### config.mk
export PLATFORM = sky130hd
export DESIGN_NAME = hash_chunk_seq
export DESIGN_NICKNAME = d
export VERILOG_FILES = /design/src/rtl/hcs_pkg.sv /design/src/rtl/hcs_req_check.sv /design/src/rtl/hcs_chunk_plan.sv /design/src/rtl/hash_chunk_seq.sv
export SDC_FILE = /design/constraint.sdc
export NUM_CORES = 1
export LEC_CHECK = 0
export BUFFER_PORTS_ARGS = -buffer_cell sky130_fd_sc_hd__clkbuf_2
export CORE_MARGIN = 2
export CORE_UTILIZATION = 50
export CTS_CLUSTER_DIAMETER = 150
export DETAILED_ROUTE_END_ITERATION = 10
export GPL_ROUTABILITY_DRIVEN = 0
export MAX_ROUTING_LAYER = met4
export PLACE_DENSITY = 0.77
export SYNTH_ARGS = -nofsm -noshare
export SYNTH_HDL_FRONTEND = slang
export SYNTH_SLANG_ARGS = --single-unit
export TNS_END_PERCENT = 1
### constraint.sdc
create_clock -name clk -period 3 [get_ports clk]
set_clock_uncertainty 0.15 [all_clocks]
set_input_delay 0.45 -clock clk [delete_from_list [all_inputs] [get_ports clk]]
set_output_delay 0.45 -clock clk [all_outputs]
set_load 0.02 [all_outputs]
### src/rtl/hcs_pkg.sv
package hcs_pkg;
    typedef enum logic [2:0] {
        ST_IDLE,
        ST_SETUP,
        ST_ISSUE,
        ST_WAIT,
        ST_FIN
    } hcs_state_e;

    typedef enum logic [1:0] {
        HCS_OK    = 2'd0,
        HCS_INVAL = 2'd1,
        HCS_TMO   = 2'd2,
        HCS_EERR  = 2'd3
    } hcs_status_e;

    // {dst hash reg, decrypt bypass, algorithm = SHA-256}
    localparam logic [3:0] HCS_CFG_SHA256 = 4'b1101;
    localparam logic [7:0] HCS_IRQ_MASK   = 8'h1A;
endpackage

### src/rtl/hcs_req_check.sv
module hcs_req_check #(
    parameter int ADDR_W      = 40,
    parameter int LEN_W       = 32,
    parameter int MAX_LEN     = 24'hFFFFFF,
    parameter int CHUNK_BYTES = 32 * 65535
) (
    input  logic [ADDR_W-1:0] addr,
    input  logic [LEN_W-1:0]  len,
    output logic              ok,
    output logic [LEN_W-1:0]  rem_bytes
);
    always_comb begin
        ok        = (addr != '0) && (len != '0) && (len <= LEN_W'(MAX_LEN));
        rem_bytes = len % LEN_W'(CHUNK_BYTES);
    end
endmodule

### src/rtl/hcs_chunk_plan.sv
module hcs_chunk_plan #(
    parameter int CNT_W       = 24,
    parameter int CHUNK_BYTES = 32 * 65535,
    parameter int BIT_W       = CNT_W + 3
) (
    input  logic [CNT_W-1:0] bytes_left,
    input  logic [BIT_W-1:0] left_bits,
    input  logic [BIT_W-1:0] rem_bits,
    output logic [CNT_W-1:0] cnt,
    output logic             last,
    output logic [CNT_W-1:0] bytes_after,
    output logic [BIT_W-1:0] left_next
);
    localparam logic [CNT_W-1:0] CHUNK_C = CNT_W'(CHUNK_BYTES);
    localparam logic [BIT_W-1:0] CHUNK_B = BIT_W'(CHUNK_BYTES * 8);

    always_comb begin
        last        = (bytes_left <= CHUNK_C);
        cnt         = last ? bytes_left : CHUNK_C;
        bytes_after = last ? '0 : (bytes_left - CHUNK_C);
        left_next   = (left_bits <= CHUNK_B) ? rem_bits : (left_bits - CHUNK_B);
    end
endmodule

### src/rtl/hash_chunk_seq.sv
module hash_chunk_seq
    import hcs_pkg::*;
#(
    parameter int ADDR_W      = 40,
    parameter int LEN_W       = 32,
    parameter int CNT_W       = 24,
    parameter int MAX_LEN     = 24'hFFFFFF,
    parameter int CHUNK_BYTES = 32 * 65535,
    parameter int TMO_CYC     = 1000000
) (
    input  logic                         clk,
    input  logic                         rst_n,
    input  logic                         req_valid,
    input  logic [ADDR_W-1:0]            req_addr,
    input  logic [LEN_W-1:0]             req_len,
    output logic                         busy,
    output logic                         done_o,
    output logic [1:0]                   status,
    output logic                         eng_setup,
    output logic [3:0]                   eng_cfg,
    output logic [63:0]                  eng_msg_len,
    output logic [63:0]                  eng_msg_left,
    output logic                         eng_start,
    output logic                         eng_init_hash,
    output logic                         eng_last,
    output logic [31:0]                  eng_addr_lo,
    output logic [ADDR_W-32+CNT_W-1:0]   eng_hi_cnt,
    output logic                         eng_int_clr,
    output logic [7:0]                   eng_int_en,
    input  logic                         eng_done,
    input  logic                         eng_idle,
    input  logic [31:0]                  eng_err
);
    localparam int BIT_W = CNT_W + 3;
    localparam int TMO_W = (TMO_CYC > 1) ? $clog2(TMO_CYC) : 1;

    typedef struct packed {
        hcs_state_e        st;
        hcs_status_e       stat;
        logic [ADDR_W-1:0] addr;
        logic [CNT_W-1:0]  bytes_left;
        logic [BIT_W-1:0]  total_bits;
        logic [BIT_W-1:0]  left_bits;
        logic [BIT_W-1:0]  rem_bits;
        logic              first;
        logic [TMO_W-1:0]  tmr;
    } regs_t;

    regs_t r_q, r_d;

    logic             req_ok;
    logic [LEN_W-1:0] req_rem;
    logic [CNT_W-1:0] ch_cnt, ch_bytes_after;
    logic             ch_last;
    logic [BIT_W-1:0] ch_left_next;

    hcs_req_check #(
        .ADDR_W(ADDR_W), .LEN_W(LEN_W), .MAX_LEN(MAX_LEN), .CHUNK_BYTES(CHUNK_BYTES)
    ) u_check (
        .addr(req_addr), .len(req_len), .ok(req_ok), .rem_bytes(req_rem)
    );

    hcs_chunk_plan #(
        .CNT_W(CNT_W), .CHUNK_BYTES(CHUNK_BYTES), .BIT_W(BIT_W)
    ) u_plan (
        .bytes_left(r_q.bytes_left), .left_bits(r_q.left_bits), .rem_bits(r_q.rem_bits),
        .cnt(ch_cnt), .last(ch_last), .bytes_after(ch_bytes_after), .left_next(ch_left_next)
    );

    always_comb begin
        r_d = r_q;
        unique case (r_q.st)
            ST_IDLE: begin
                if (req_valid) begin
                    if (req_ok) begin
                        r_d.st         = ST_SETUP;
                        r_d.stat       = HCS_OK;
                        r_d.addr       = req_addr;
                        r_d.bytes_left = req_len[CNT_W-1:0];
                        r_d.total_bits = {req_len[CNT_W-1:0], 3'b000};
                        r_d.left_bits  = {req_len[CNT_W-1:0], 3'b000};
                        r_d.rem_bits   = {req_rem[CNT_W-1:0], 3'b000};
                        r_d.first      = 1'b1;
                    end else begin
                        r_d.st   = ST_FIN;
                        r_d.stat = HCS_INVAL;
                    end
                end
            end
            ST_SETUP: r_d.st = ST_ISSUE;
            ST_ISSUE: begin
                r_d.st         = ST_WAIT;
                r_d.tmr        = '0;
                r_d.bytes_left = ch_bytes_after;
            end
            ST_WAIT: begin
                if (eng_done) begin
                    if (!eng_idle) begin
                        r_d.st   = ST_FIN;
                        r_d.stat = HCS_TMO;
                    end else if (eng_err != '0) begin
                        r_d.st   = ST_FIN;
                        r_d.stat = HCS_EERR;
                    end else if (r_q.bytes_left == '0) begin
                        r_d.st   = ST_FIN;
                        r_d.stat = HCS_OK;
                    end else begin
                        r_d.st        = ST_ISSUE;
                        r_d.first     = 1'b0;
                        r_d.left_bits = ch_left_next;
                    end
                end else if (r_q.tmr == TMO_W'(TMO_CYC - 1)) begin
                    r_d.st   = ST_FIN;
                    r_d.stat = HCS_TMO;
                end else begin
                    r_d.tmr = r_q.tmr + 1'b1;
                end
            end
            ST_FIN:  r_d.st = ST_IDLE;
            default: r_d.st = ST_IDLE;
        endcase
    end

    always_ff @(posedge clk or negedge rst_n) begin
        if (!rst_n) begin
            r_q      <= '0;
            r_q.st   <= ST_IDLE;
            r_q.stat <= HCS_OK;
        end else begin
            r_q <= r_d;
        end
    end

    always_comb begin
        busy          = (r_q.st == ST_SETUP) || (r_q.st == ST_ISSUE) || (r_q.st == ST_WAIT);
        done_o        = (r_q.st == ST_FIN);
        status        = r_q.stat;
        eng_setup     = (r_q.st == ST_SETUP);
        eng_cfg       = HCS_CFG_SHA256;
        eng_msg_len   = 64'(r_q.total_bits);
        eng_msg_left  = 64'(r_q.left_bits);
        eng_start     = (r_q.st == ST_ISSUE);
        eng_init_hash = r_q.first;
        eng_last      = ch_last;
        eng_addr_lo   = r_q.addr[31:0];
        eng_hi_cnt    = {r_q.addr[ADDR_W-1:32], ch_cnt};
        eng_int_clr   = eng_start;
        eng_int_en    = busy ? HCS_IRQ_MASK : 8'h00;
    end
endmodule

==> metrics.txt <==
power density over the cells=about 390 mW/mm²; final standard cell area without fillers=0.0221 mm²; Clock Tree Buf Depth=2; category of the critical setup timing path=primary input to flip-flop; Fillers=slightly above 2000; grt total ovfl=0; detailed placement HPWL=43.4 mm; async set-reset flop share out of synthesis=100%; Post-Place Worst Slack=-6890 ps; max_cap viols=0; endpoint kind of the worst setup timing path=flip-flop; number of clock buffers inserted by TritonCTS=17; worst slew margin relative to its limit=57.5%; data arrival at the endpoint of the critical path=approximately 10000 ps; worst path bufs/invs=7; gr usage total=between 30% and 40%; Pre-Repair DR Iteration Count=6; die area=between 0.03 and 0.04 mm²; Post-synth EDFFs=0; Post-route DRC=0; most used cells in the layout excluding fill and tap cells=buf_4, nand2_1, clkbuf_2; Synthesis Warnings=0; most instantiated flip-flop cell in the synthesis netlist=dfrtp_1; placeable core region=0.0304 mm²; via count=about 20000; wirelength, routed=roughly 67 mm; CTS tree=yes; delay contributed by the slowest stage of the critical path=between 500 and 600 ps; remaining number of nets flagged by the antenna check after routing=0; vias in the first global route=around 18000; number of distinct library cells after synthesis=~120; total I/O pin count=around 320; Max stage delay cell, worst path=nor4_4; most common library cell in the layout ignoring fill and taps=buf_4; setup repair after global routing missed its margin=yes; final setup violating endpoints=approximately 40; total placed instance area=0.0196 mm²; biggest fanout along the worst timing path=9; static leakage=10.4 nW; number of antenna violations at the first check in global routing=1; transition at the pin with the smallest max-transition slack=~630 ps; number of clock sinks seen by CTS=between 150 and 200; height of the chip=roughly 180 µm; sequential area share after synthesis=about a quarter; CTS HTree Levels=4; x dimension of the die=179 µm; Mapped Area=~0.015 mm²; maximum achievable frequency=around 100 MHz; fin crit share=326%; maximum number of pins on one net before global-route repair=roughly 80; setup ws final=-6780 ps; HP Class=primary input to flip-flop; post-layout net count=~2800; initial core utilization=around 51%; CTS Root Cell=clkbuf_16; status=finished, violations left; sequential cell area=between 0.003 and 0.004 mm²; total count of hold-check failures in the final report=0; cell with the most instances on the worst path=buf_4; number of flip-flops and latches in the synthesized netlist=about 160; CTS clock-pin slew for the worst setup and hold paths=70 ps; area added between synthesis and finish=43.9%; number of design-rule violations left by the first detailed-router iteration=2542; multi-input logic area=about 0.011 mm²; port bufs=approximately 230; average vias per placed instance=about 6.5; gate family responsible for the most delay along the worst path=compound AO/OA/AOI/OAI gates; CP required=3160 ps; final max-slew violation count=0; final period demand of the worst path=9780 ps; Post-Synthesis Mean Instance Area=~7.6 µm²; Peak VDD IR=~0.00042 V; Cells after Synth=2021; row cnt=between 60 and 70; fraction of layout instances using a drive strength above 1=a little over two fifths; first-pass GRT wire length=roughly 92 mm; violations in the final reports=negative setup slack; startpoint kind of the worst setup timing path=primary input; DR WL/cell=around 22 µm; clock latency of the later-clocked register in the worst-skew pair=about 440 ps
tightest hold or removal path: cells and delay by family:
| kind | cells | cell delay (ps) |
|---|---|---|
| buf+inv | 1 | 90 |
| simple gates | 2 | 90 |
registers in the layout, summed over array words and instances, names as in the netlist:
signal         cells
r_q               71
eng_addr_lo       32
eng_msg_left      24
eng_msg_len       21
eng_hi_cnt         8
status             2
eng_init_hash      1
path summary, 6_finish.rpt:
check	from	end	slack, ps	cells after the start
worst max-delay path	req_len[17]	r_q[32]	-6780	40
worst min-delay path	req_addr[1]	eng_addr_lo[1]	80	3
worst max register to register	eng_msg_left[9]	eng_msg_left[16]	-70	10
worst min register to register	eng_msg_len[10]	eng_msg_len[10]	330	2
max in group asynchronous	rst_n	eng_msg_left[15]	1420	3
min in group asynchronous	rst_n	r_q[120]	370	2
power breakdown:
part	total (mW)	switching (mW)	internal [mW]
clock network	2.26	0.975	1.28
logic	3.97	2.41	1.55
registers	2.35	0.0980	2.25
total	8.57	3.48	5.08
logic make-up after synthesis:
logic type                 Yosys count  synth area share (%)
AOI/OAI and AO/OA                  454                  22.0
DFF                                159                  25.9
buffers and inverters              315                  12.7
adders and majority gates            3                 0.244
muxes                               20                  1.55
xor gates and xnor gates            89                  5.24
other                                2                0.0489
and+or+nand+nor                    979                  32.4
per-stage QoR:
step	hold WS [ps]	std cells	util, %	power (mW)	TNS, ps
after floorplan	4.41	2111	-	4.46	-103670
after global placement	243	2944	64.3	5.60	-111650
after detailed placement	245	2944	64.3	5.70	-116940
after CTS	64.3	3004	69.1	8.08	-103740
after global routing	73.4	3048	72.7	8.90	-122420
final	75.1	3048	72.7	8.57	-114170
synth_stat cells (15+ instances only):
master,number,area (µm²)
nand2_1,400,1500
buf_4,192,1440
dfrtp_1,159,3980
nor2_1,133,499
o21ai_0,96,480
nand3_1,85,425
a21oi_1,65,325
clkbuf_1,62,233
nor4_1,51,319
xnor2_1,50,438
and3_1,48,300
nor3_1,43,215
nand4_1,40,250
xor2_1,37,324
and2_1,32,200
inv_1,32,120
o211ai_1,31,233
a31oi_1,22,138
buf_2,21,105
a21o_1,20,150
a32oi_1,20,175
o21ai_1,19,95.1
or3_1,19,119
nand2b_1,15,93.8
o31ai_1,15,113
layer usage:
| metal | routed length, µm | track usage [%] | share of wire [%] | up-vias |
|---|---|---|---|---|
| met4 | 6310 | 21.4 | 9.4 | 0 |
| met2 | 29700 | 60.4 | 44 | 1747 |
| met3 | 8290 | 9.08 | 12 | 633 |
| li1 | - | - | - | 8281 |
| met1 | 22600 | 41.4 | 34 | 9087 |
| met5 | 0 | - | 0 | - |
cell type report:
cell class / count / area share [%]
Clock buffer: 18 / 1.99
Multi-Input combinational cell: 1638 / 50.8
Clock inverter: 14 / 0.775
Tap cell: 396 / 2.24
Inverter: 33 / 0.577
Sequential cell: 159 / 18.0
Timing Repair Buffer: 789 / 25.6
Antenna cell: 1 / 0.0113
what timing repair did:
| item | in CTS | in global routing |
|---|---|---|
| endpoints found under the setup margin | 65 | 89 |
| cloned | 1 | 1 |
| pin swaps | 47 | 69 |
| endpoints found under the hold margin | 40 | 0 |
| hold buffers | 1 | 0 |
| setup buffers | 28 | 43 |
| resized for setup | 130 | 225 |
Power figures use the tool's default switching activity.
